--- src/rtl/exc_entry_seq.sv ---
module exc_entry_seq #(
  parameter int VEC_W     = 6,
  parameter int TRAP_W    = 2,
  parameter int ADDR_W    = 16,
  parameter int TRAP_BASE = 8
) (
  input  logic              clk,
  input  logic              res_n,
  input  logic              wdt_ovf,
  input  logic              irq_req,
  input  logic [VEC_W-1:0]  irq_vec,
  input  logic              irq_enable,
  input  logic              insn_end,
  input  logic              insn_nomask,
  input  logic              seq_end,
  input  logic              trap_exec,
  input  logic [TRAP_W-1:0] trap_num,
  output logic              exc_start,
  output logic [1:0]        exc_class,
  output logic [ADDR_W-1:0] exc_vaddr,
  output logic [1:0]        cpu_state
);
  localparam logic [1:0] ST_RESET = 2'd0, ST_EXEC = 2'd1, ST_EXC = 2'd2;
  localparam logic [1:0] CL_NONE = 2'd0, CL_RST = 2'd1, CL_IRQ = 2'd2, CL_TRAP = 2'd3;

  logic res_q, int_en_q;

  wire seq_done  = (cpu_state == ST_EXC) && seq_end && !exc_start;
  wire boundary  = ((cpu_state == ST_EXEC) && insn_end && !insn_nomask) || seq_done;
  wire take_rst  = res_n && (!res_q || wdt_ovf);
  wire take_irq  = irq_req && int_en_q && boundary;
  wire take_trap = (cpu_state == ST_EXEC) && trap_exec;

  wire [ADDR_W-1:0] irq_addr  = ADDR_W'(irq_vec) << 1;
  wire [ADDR_W-1:0] trap_addr = ADDR_W'(TRAP_BASE) + (ADDR_W'(trap_num) << 1);

  always_ff @(posedge clk) begin
    res_q <= res_n;
    if (!res_n) begin
      cpu_state <= ST_RESET;
      exc_start <= 1'b0;
      exc_class <= CL_NONE;
      exc_vaddr <= '0;
      int_en_q  <= 1'b0;
    end else begin
      exc_start <= 1'b0;
      if (irq_enable) int_en_q <= 1'b1;
      if (take_rst) begin
        cpu_state <= ST_EXC;
        exc_start <= 1'b1;
        exc_class <= CL_RST;
        exc_vaddr <= '0;
        int_en_q  <= 1'b0;
      end else if (take_irq) begin
        cpu_state <= ST_EXC;
        exc_start <= 1'b1;
        exc_class <= CL_IRQ;
        exc_vaddr <= irq_addr;
      end else if (take_trap) begin
        cpu_state <= ST_EXC;
        exc_start <= 1'b1;
        exc_class <= CL_TRAP;
        exc_vaddr <= trap_addr;
      end else if (seq_done) begin
        cpu_state <= ST_EXEC;
      end
    end
  end
endmodule


--- config.mk ---
export PLATFORM = sky130hd
export DESIGN_NAME = exc_entry_seq
export DESIGN_NICKNAME = d
export VERILOG_FILES = /design/src/rtl/exc_entry_seq.sv
export SDC_FILE = /design/constraint.sdc
export NUM_CORES = 1
export LEC_CHECK = 0
export CORE_ASPECT_RATIO = 0.8
export CORE_MARGIN = 3
export CORE_UTILIZATION = 35
export CTS_BUF_LIST = sky130_fd_sc_hd__clkbuf_4
export DETAILED_ROUTE_END_ITERATION = 10
export GPL_TIMING_DRIVEN = 1
export PLACE_DENSITY = 0.78
export SLEW_MARGIN = 5
export SYNTH_ARGS = -nofsm -noshare
export SYNTH_HDL_FRONTEND = slang
export SYNTH_SLANG_ARGS = --single-unit
--- constraint.sdc ---
create_clock -name clk -period 1.3 [get_ports clk]
set_clock_uncertainty 0.15 [all_clocks]
set_input_delay 0.195 -clock clk [delete_from_list [all_inputs] [get_ports clk]]
set_output_delay 0.195 -clock clk [all_outputs]
set_load 0.1 [all_outputs]
==> After elaboration in Yosys (flattened, before gate mapping) <==
Index checks and enable logic that the tools add are counted.
{ "totals": {"memories": 0, "output_inout_bits": 21, "reg_bits": 14, "mem_bits_ro": 0, "ramBits": 0, "latchBits": 0} }
{ "classes": {"mux": 12, "n_bitwise": 1, "n_eq_ne": 2, "magnitude_cmp": 0, "mul": 0, "add_sub_neg": 1, "n_reduce_logical": 19, "div": 0, "shift": 0} }
{ "op_table": {"columns": ["operator", "count"], "rows": [
  ["$mux W7", 2],
  ["$mux W2", 6],
  ["$logic_and A1 B1 Y1", 8],
  ["$add A4 B3 Y5 const A", 1],
  ["$mux W1", 4],
  ["$reduce_bool A4 Y1", 1],
  ["$reduce_or A4 Y1", 1],
  ["$logic_not A1 Y1", 3],
  ["$reduce_bool A3 Y1", 1],
  ["$reduce_or A3 Y1", 1],
  ["$eq A2 B1 Y1 const B", 1],
  ["$eq A2 B2 Y1 const B", 1],
  ["$logic_or A1 B1 Y1", 2],
  ["$reduce_bool A2 Y1", 1],
  ["$reduce_or A2 Y1", 1],
  ["$not A1 Y1", 1]
]} }

==> Longest topological paths before layout <==
Gate-level depths: netlist (run 1).
{ "depth": {"ltp_word": 7, "mapped_depth": 4, "mapped_depth_nobuf": 3} }

==> Worst setup path before layout (run 1) <==
Ideal clock, no wire load.
{ "synth_path": {"path_kind": "register to register", "from": "reg cpu_state[1]", "to": "reg cpu_state[1]", "t_arrival_ns": 1.766, "required_time_ns": 1.030, "setup_ns": 0.120, "setup_slack_ns": -0.736, "period_less_slack_ns": 2.036, "stages_incl_launch_ff": 4, "n_path_buf": 0, "cell_sequence": "dfxtp_1 -> nand4bb_2 -> a21oi_4 -> o31a_1"} }
{ "synth_between": {"elab_chain_len": 7, "elab_cells_between_ends": 13, "classes_between": "eq/ne: 2; mux: 3; reduce/logical: 8"} }
{ "synth_lines": {"columns": ["element", "line", "rtl"], "rows": [
  ["from (decl)", "21", "output logic [1:0] cpu_state"],
  ["from (signal assigned)", "40", "cpu_state <= ST_RESET;"],
  ["from (signal assigned)", "49", "cpu_state <= ST_EXC;"],
  ["from (signal assigned)", "55", "cpu_state <= ST_EXC;"],
  ["$eq A2 B1 Y1 or $eq A2 B2 Y1 (tied branches)", "29, 32, 28", null],
  ["$logic_and A1 B1 Y1 (on tied branches) (2 in a row)", "29, 28", null],
  ["$logic_or A1 B1 Y1", "29", "wire boundary = ((cpu_state == ST_EXEC) && insn_end && !insn_nomask) || seq_done;"],
  ["$logic_and A1 B1 Y1", "31", "wire take_irq = irq_req && int_en_q && boundary;"],
  ["$mux W2", "54", "end else if (take_irq) begin"],
  ["$mux W2", "48", "if (take_rst) begin"]
]} }
Parallel ways exist; a longest one is shown, timed or not.
A chain may end at the register's enable or synchronous reset.

==> Worst setup path after layout (run 1) <==
{ "layout_path": {"from": "reg cpu_state[1]", "to": "reg exc_vaddr[2]"} }
{ "layout_between": {"elab_chain_len": 6, "elab_cells_between_ends": 11, "classes_between": "eq/ne: 2; mux: 1; reduce/logical: 8"} }
{ "layout_lines": {"columns": ["element", "line", "rtl"], "rows": [
  ["$eq A2 B1 Y1 or $eq A2 B2 Y1 (tied branches)", "29, 32, 28", null],
  ["$logic_and A1 B1 Y1 (on tied branches) (2 in a row)", "29, 28", null],
  ["$logic_or A1 B1 Y1", "29", null],
  ["$logic_and A1 B1 Y1", "31", null],
  ["$mux W7 or $reduce_bool A2 Y1 (tied branches)", null, null],
  ["to (signal assigned)", "58", "exc_vaddr <= irq_addr;"],
  ["to (signal assigned)", "63", "exc_vaddr <= trap_addr;"],
  ["to (decl)", "20", "output logic [ADDR_W-1:0] exc_vaddr,"]
]} }
Parallel ways exist; a longest one is shown, timed or not.

==> results.yml, run 1 <==
power:
  power.share.clock: 0.268
  pwr-share-comb: 0.325
  pwr_density_cell_nw_per_um2: 829
  power.ir.vdd_worst_v: 0.000644
  internal_power_mw: 0.654
  cellLeakagePower_nw: 0.477
  sequentialPowerShare: 0.407
  net-switching-power_mw: 0.370
  switching_share: 0.361
  total_power_mw: 1.02
yosys:
  postSynthCellCount: 69
  fraction_of_the_mapped_netlist_area_in_compound_gates: 0.165
  synth_seq_cells: 13
  synthTopCellsByArea: "dfxtp_1, buf_4, mux2i_1"
  largest_family_of_logic_cells_by_synthesized_area: "simple AND/OR/NAND/NOR gates"
  fraction_of_the_mapped_netlist_area_in_adder_cells: 0
  synth.top_cell.area_share: 0.391
  postSynth.asyncResetShare: 0
  synth-seq-area-share: 0.391
  ys.flop_type: "dfxtp_1"
  avgSynthCellArea_sq_um: 9.65
  synth_enable_flop_cells: 0
  netlist_area_sq_um: 666
  synth_largest_area_cell: "dfxtp_1"
  post_synth_mux_area_share: 0.0902
  distinct_cell_type_count_of_the_synthesized_netlist: 25
  synthSimpleGateAreaFrac: 0.201
  synth_warnings: 0
  synthXorXnorAreaFrac: 0
finish:
  layout.filler_cells: 123
  antenna-diode-count: 0
  sequential_cell_area_sq_um: 282
  multi_input_area_sq_um: 383
  nets: 129
  post_layout_nonfiller_instances: 133
  post_route_cells_drive_above_1_share: 0.459
  synthToLayoutAreaGrowth_pct: 85.7
min_path:
  path_category_of_the_worst_min_delay_check: "in2reg"
  hold-path-endpoint: "exc_vaddr[5]"
  min_from: "irq_vec[4]"
  timing.hold.worst_path_depth: 3
grt:
  grt_first_pass_wirelength_um: 2550
  grt_start_max_net_pins: 9
  grt_pass1_vias: 550
  grt.overflow.total: 0
  initial_antenna_violation_count: 0
  grt_use_total: 0.150
worst_setup_path:
  critical_path.reg2reg.endpoint: "exc_vaddr[2]"
  worstPathMaxFanout: 6
  timing.critical_path.from_type: "flop"
  criticalPathCategory: "reg2reg"
  timing.reg2reg.worst_path_depth: 4
  rr_startpoint: "cpu_state[1]"
  worst-endpoint-arrival_ns: 1.37
  r2r_slack_ns: -0.05
  end_kind: "flop"
  worst-endpoint-required_ns: 1.32
cts:
  cts.reportedPaths.clkPinSlew_ns: 0.08
  numClockSinks: 13
  cts_tree: "built"
  cts_buffers: 3
  clock_tree.root_cell: "clkbuf_4"
  cts-root-to-sink-buffers: 2
  worst_skew_pair.late_latency_ns: 0.28
  htree_num_levels: 1
  cts_hold_buffers: 0
sta:
  final.min_clock_period_ns: 1.35
  layout_worst_path_cycle_share: 1.04
  max_freq_ghz: 0.742
  grt_setup_unrepaired: "true"
  setup_total_negative_slack_ns: -0.193
  setup-violations-final: 10
  maxSlewViolCount: 0
  postLayoutSetupSlackWorst_ns: -0.0482
  hold_viol: 0
floorplan:
  i_o_pins: 38
  row_count: 13
  die_y_um: 45.0
  placeable_core_area_sq_um: 1710
  starting_density: 0.390
  design.die.area_sq_um: 2460
  die_w_um: 54.8
flow_run:
  drv_cap: 0
placed_design:
  dpl.hpwl_um: 1330
  globalplace.congestion: 0.760
  port_buffers: 27
  placed_cells_incl_taps: 125
  pre_cts_slack_ns: -0.395
detailed_routing:
  wire_length_per_cell_after_detailed_routing_um: 14.0
  route.vias.total: 643
  drt_drc_violations_left: 0
  detail-route-antenna-nets: 0
  routed_wl_um: 1860
  viasPerCell: 4.83
  drt_iter0_markers: 5
  drt-pass1-iter-count: 4
outcome:
  failed_checks: "setup timing"
  run_status: "finished with violations"
[cell usage after synthesis (2+ instances only)]
| library cell | instances |
|---|---|
| dfxtp_1 | 13 |
| buf_4 | 11 |
| nand2_1 | 7 |
| mux2i_1 | 6 |
| a211oi_1 | 4 |
| inv_1 | 3 |
| nand3_1 | 3 |
| nor2_1 | 3 |
| a21oi_1 | 2 |
| and3b_1 | 2 |
[kinds of logic (layout without fill, tap and decap cells)]
logic type             Yosys count  in the layout
buffers and inverters           15             48
and+or+nand+nor                 20             20
AOI/OAI and AO/OA               14             14
muxes                            6              6
DFF                             13             13
other                            1             10
[power by group through the flow]
stage | Combinational, mW | Clock, mW | Sequential (mW)
after floorplan | 0.185 | 0 | 0.476
after global placement | 0.320 | 0 | 0.425
after detailed placement | 0.323 | 0 | 0.425
after CTS | 0.326 | 0.289 | 0.416
after global routing | 0.344 | 0.308 | 0.418
final | 0.333 | 0.275 | 0.417
[timing repair]
item,CTS,global route
endpoints found under the setup margin,10,13
buffers inserted,1,3
pin swaps,2,1
resized for setup,6,6
[metrics by stage]
step	utilization	area [sq um]	hold WS, ns
2_1_floorplan	-	743	0.0727
6_report	0.724	1240	0.304
3_5_place_dp	0.665	1140	0.319
5_1_grt	0.724	1240	0.306
4_1_cts	0.697	1190	0.290
3_3_place_gp	0.665	1140	0.305
[layer usage]
layer | track usage | vias to the layer above | wire [um]
li1 | - | 311 | -
met1 | 0.175 | 299 | 692
met2 | 0.248 | 28 | 971
met3 | 0.0627 | 5 | 153
met4 | 0.0448 | 0 | 38
met5 | 0 | - | 0
[cell type report]
class                           count  area share
Inverter                            3     0.00911
Multi-Input combinational cell     50       0.310
Tap cell                           22      0.0223
Sequential cell                    13       0.228
Clock buffer                        4      0.0243
Timing Repair Buffer               41       0.407
[worst max-delay path: stages (launching register included)]
cell and delay, ns:
dfxtp_4 0.37, nand4bb_4 0.23, buf_4 0.18, a211oi_2 0.24, a211oi_2 0.07
[worst max path at each step]
stage / startpoint / endpoint / slack (ns) / depth (start not counted)
finish: cpu_state[1] / exc_vaddr[2] / -0.05 / 4
global route: cpu_state[1] / exc_vaddr[3] / -0.11 / 4
CTS: cpu_state[0] / exc_vaddr[3] / -0.06 / 3
detailed placement: seq_end / exc_vaddr[3] / -0.39 / 4
global placement: seq_end / cpu_state[1] / -0.34 / 4
floorplan: cpu_state[1] / exc_vaddr[1] / -0.14 / 4
[state kept, by name, indices dropped and copies added (netlist names)]
register	count
res_q	1
cpu_state	2
exc_class	2
int_en_q	1
exc_vaddr	6
exc_start	1
[cells in the final DEF, fill, tap and decap left out, types with 2 or more instances in the layout]
| cell | instances |
|---|---|
| inv_1 | 3 |
| nor2_1 | 3 |
| dfxtp_1 | 2 |
| clkbuf_4 | 4 |
| buf_4 | 9 |
| dfxtp_4 | 3 |
| buf_6 | 5 |
| a211oi_2 | 2 |
| conb_1 | 10 |
| nand3_1 | 3 |
| a21oi_1 | 2 |
| buf_12 | 11 |
| nand4bb_4 | 2 |
| dfxtp_2 | 8 |
| a211oi_1 | 2 |
| nand2_1 | 6 |
| mux2i_1 | 6 |
| clkdlybuf4s50_1 | 15 |
Power figures use the tool's default switching activity.
==> inputs of run 2 (changes only) <==
--- a/config.mk
+++ b/config.mk
@@ -11,8 +11,8 @@
 export CTS_BUF_LIST = sky130_fd_sc_hd__clkbuf_4
 export DETAILED_ROUTE_END_ITERATION = 10
 export GPL_TIMING_DRIVEN = 1
-export PLACE_DENSITY = 0.78
-export SLEW_MARGIN = 5
+export PLACE_DENSITY = 0.88
+export SLEW_MARGIN = 20
 export SYNTH_ARGS = -nofsm -noshare
 export SYNTH_HDL_FRONTEND = slang
 export SYNTH_SLANG_ARGS = --single-unit
==> results.yml, run 2 (synthesis results as in run 1) <==
sta:
  max_freq_ghz: 0.701
  hold_viol: 0
  grt_setup_unrepaired: "true"
  maxSlewViolCount: 0
  hold-worst-slack_ns: 0.315
  postLayoutSetupSlackWorst_ns: -0.127
  final.min_clock_period_ns: 1.43
  setup-violations-final: 12
  layout_worst_path_cycle_share: 1.10
worst_setup_path:
  rr_startpoint: "cpu_state[1]"
  criticalPathCategory: "reg2reg"
  critical_path.reg2reg.endpoint: "exc_vaddr[5]"
  worst-endpoint-arrival_ns: 1.48
  path_buf_inv: 0
  worstPathMaxFanout: 8
  timing.reg2reg.worst_path_depth: 3
  crit_path_max_cell_delay_ns: 0.37
  worst_path_max_delay_cell: "dfxtp_4"
  critical_path_cell_sequence: "nand4bb_4 -> a21oi_4 -> mux2i_1"
  end_kind: "flop"
  r2r_slack_ns: -0.13
  setup.worst_path.start: "cpu_state[1]"
  timing.critical_path.from_type: "flop"
  critical_path.top_delay_family: "flip-flops"
  worst-endpoint-required_ns: 1.35
finish:
  max_reg_flops: 6
  final_cell_mix: "clkdlybuf4s50_1, buf_12, conb_1"
  synthToLayoutAreaGrowth_pct: 83.3
  post_layout_nonfiller_instances: 132
  nets: 128
  post-route-util: 0.714
  layout.filler_cells: 128
  largestRegisters: "exc_vaddr x6, cpu_state x2, exc_class x2"
  antenna-diode-count: 0
  post_route_cells_drive_above_1_share: 0.418
  most_flop_heavy_register: "exc_vaddr"
  layout.cells.most_common: "clkdlybuf4s50_1"
grt:
  grt.overflow.total: 0
  grt_use_total: 0.176
  grt.busiest_layer: "met2"
  global_route.usage.met2: 0.290
  grt_use_met3: 0.0429
  grt_start_max_net_pins: 9
  initial_antenna_violation_count: 0
  grt_pass1_vias: 649
  met1_usage: 0.209
  grt_first_pass_wirelength_um: 2970
flow_run:
  drv_cap: 0
floorplan:
  placeable_core_area_sq_um: 1710
  starting_density: 0.390
  design.die.area_sq_um: 2460
  die_w_um: 54.8
  die_y_um: 45.0
  i_o_pins: 38
  row_count: 13
cts:
  cts.reportedPaths.clkPinSlew_ns: 0.08
  cts-root-to-sink-buffers: 2
  clock_tree.root_cell: "clkbuf_4"
  htree_num_levels: 1
  cts_buffers: 3
  numClockSinks: 13
  cts_tree: "built"
  worst_skew_pair.late_latency_ns: 0.28
detailed_routing:
  drt_iter0_markers: 14
  wire_length_per_cell_after_detailed_routing_um: 14.4
  detail-route-antenna-nets: 0
  drt_drc_violations_left: 0
  route.vias.total: 642
  routed_wl_um: 1900
  drt-pass1-iter-count: 4
  viasPerCell: 4.86
min_path:
  min_from: "irq_vec[5]"
  path_category_of_the_worst_min_delay_check: "in2reg"
  timing.hold.worst_path_depth: 3
  hold-path-endpoint: "exc_vaddr[6]"
placed_design:
  dpl.hpwl_um: 1470
  pre_cts_slack_ns: -0.423
  globalplace.congestion: 0.701
  placed_cells_incl_taps: 125
  port_buffers: 27
power:
  power.ir.vdd_worst_v: 0.000627
  cellLeakagePower_nw: 0.472
  total_power_mw: 1.03
  pwr_density_cell_nw_per_um2: 847
outcome:
  run_status: "finished with violations"
  failed_checks: "setup timing"
[run 2: worst reg2reg max path: cells and delay by family (launching register included)]
kind,cells,cell delay [ns]
compound gates,1,0.33
mux,1,0.26
simple gates,1,0.23
flops,1,0.37
[run 2: metal layers]
layer	part of all wire	routed length, um	vias to the layer above
li1	-	-	310
met1	0.40	755	298
met2	0.51	962	30
met3	0.081	154	4
met4	0.015	29	0
met5	0	0	-
[run 2: final cells by class]
cell class / count / area, sq um / area share
Multi-Input combinational cell: 50 / 374 / 0.307
Tap cell: 22 / 27.5 / 0.0226
Clock buffer: 4 / 30.0 / 0.0246
Sequential cell: 13 / 282 / 0.231
Timing Repair Buffer: 40 / 495 / 0.406
Inverter: 3 / 11.3 / 0.00923
[run 2: repair_timing]
item	CTS	global route
pin swaps	1	2
setup buffers	1	2
gates resized for setup	5	4
hold buffers	0	0
endpoints found under the setup margin	12	12
[run 2: report_power, final]
| part | internal [mW] | switching [mW] | leakage (nW) |
|---|---|---|---|
| Sequential | 0.405 | 0.0120 | 0.112 |
| Clock | 0.140 | 0.137 | 0.0184 |
| Combinational | 0.114 | 0.225 | 0.342 |
[run 2: metrics by stage]
step	setup TNS [ns]	area (sq um)
5_1_grt	-1.33	1220
3_5_place_dp	-3.88	1140
2_1_floorplan	-1.10	743
6_report	-0.728	1220
3_3_place_gp	-3.23	1140
4_1_cts	-0.534	1190
[run 2: how the worst max path moves through the flow]
stage | endpoint | slack, ns | cells after the start
2_1_floorplan | exc_vaddr[1] | -0.14 | 4
3_3_place_gp | cpu_state[1] | -0.35 | 4
3_5_place_dp | exc_vaddr[5] | -0.42 | 4
4_1_cts | exc_vaddr[5] | -0.11 | 3
5_1_grt | exc_vaddr[5] | -0.19 | 3
6_report | exc_vaddr[5] | -0.13 | 3
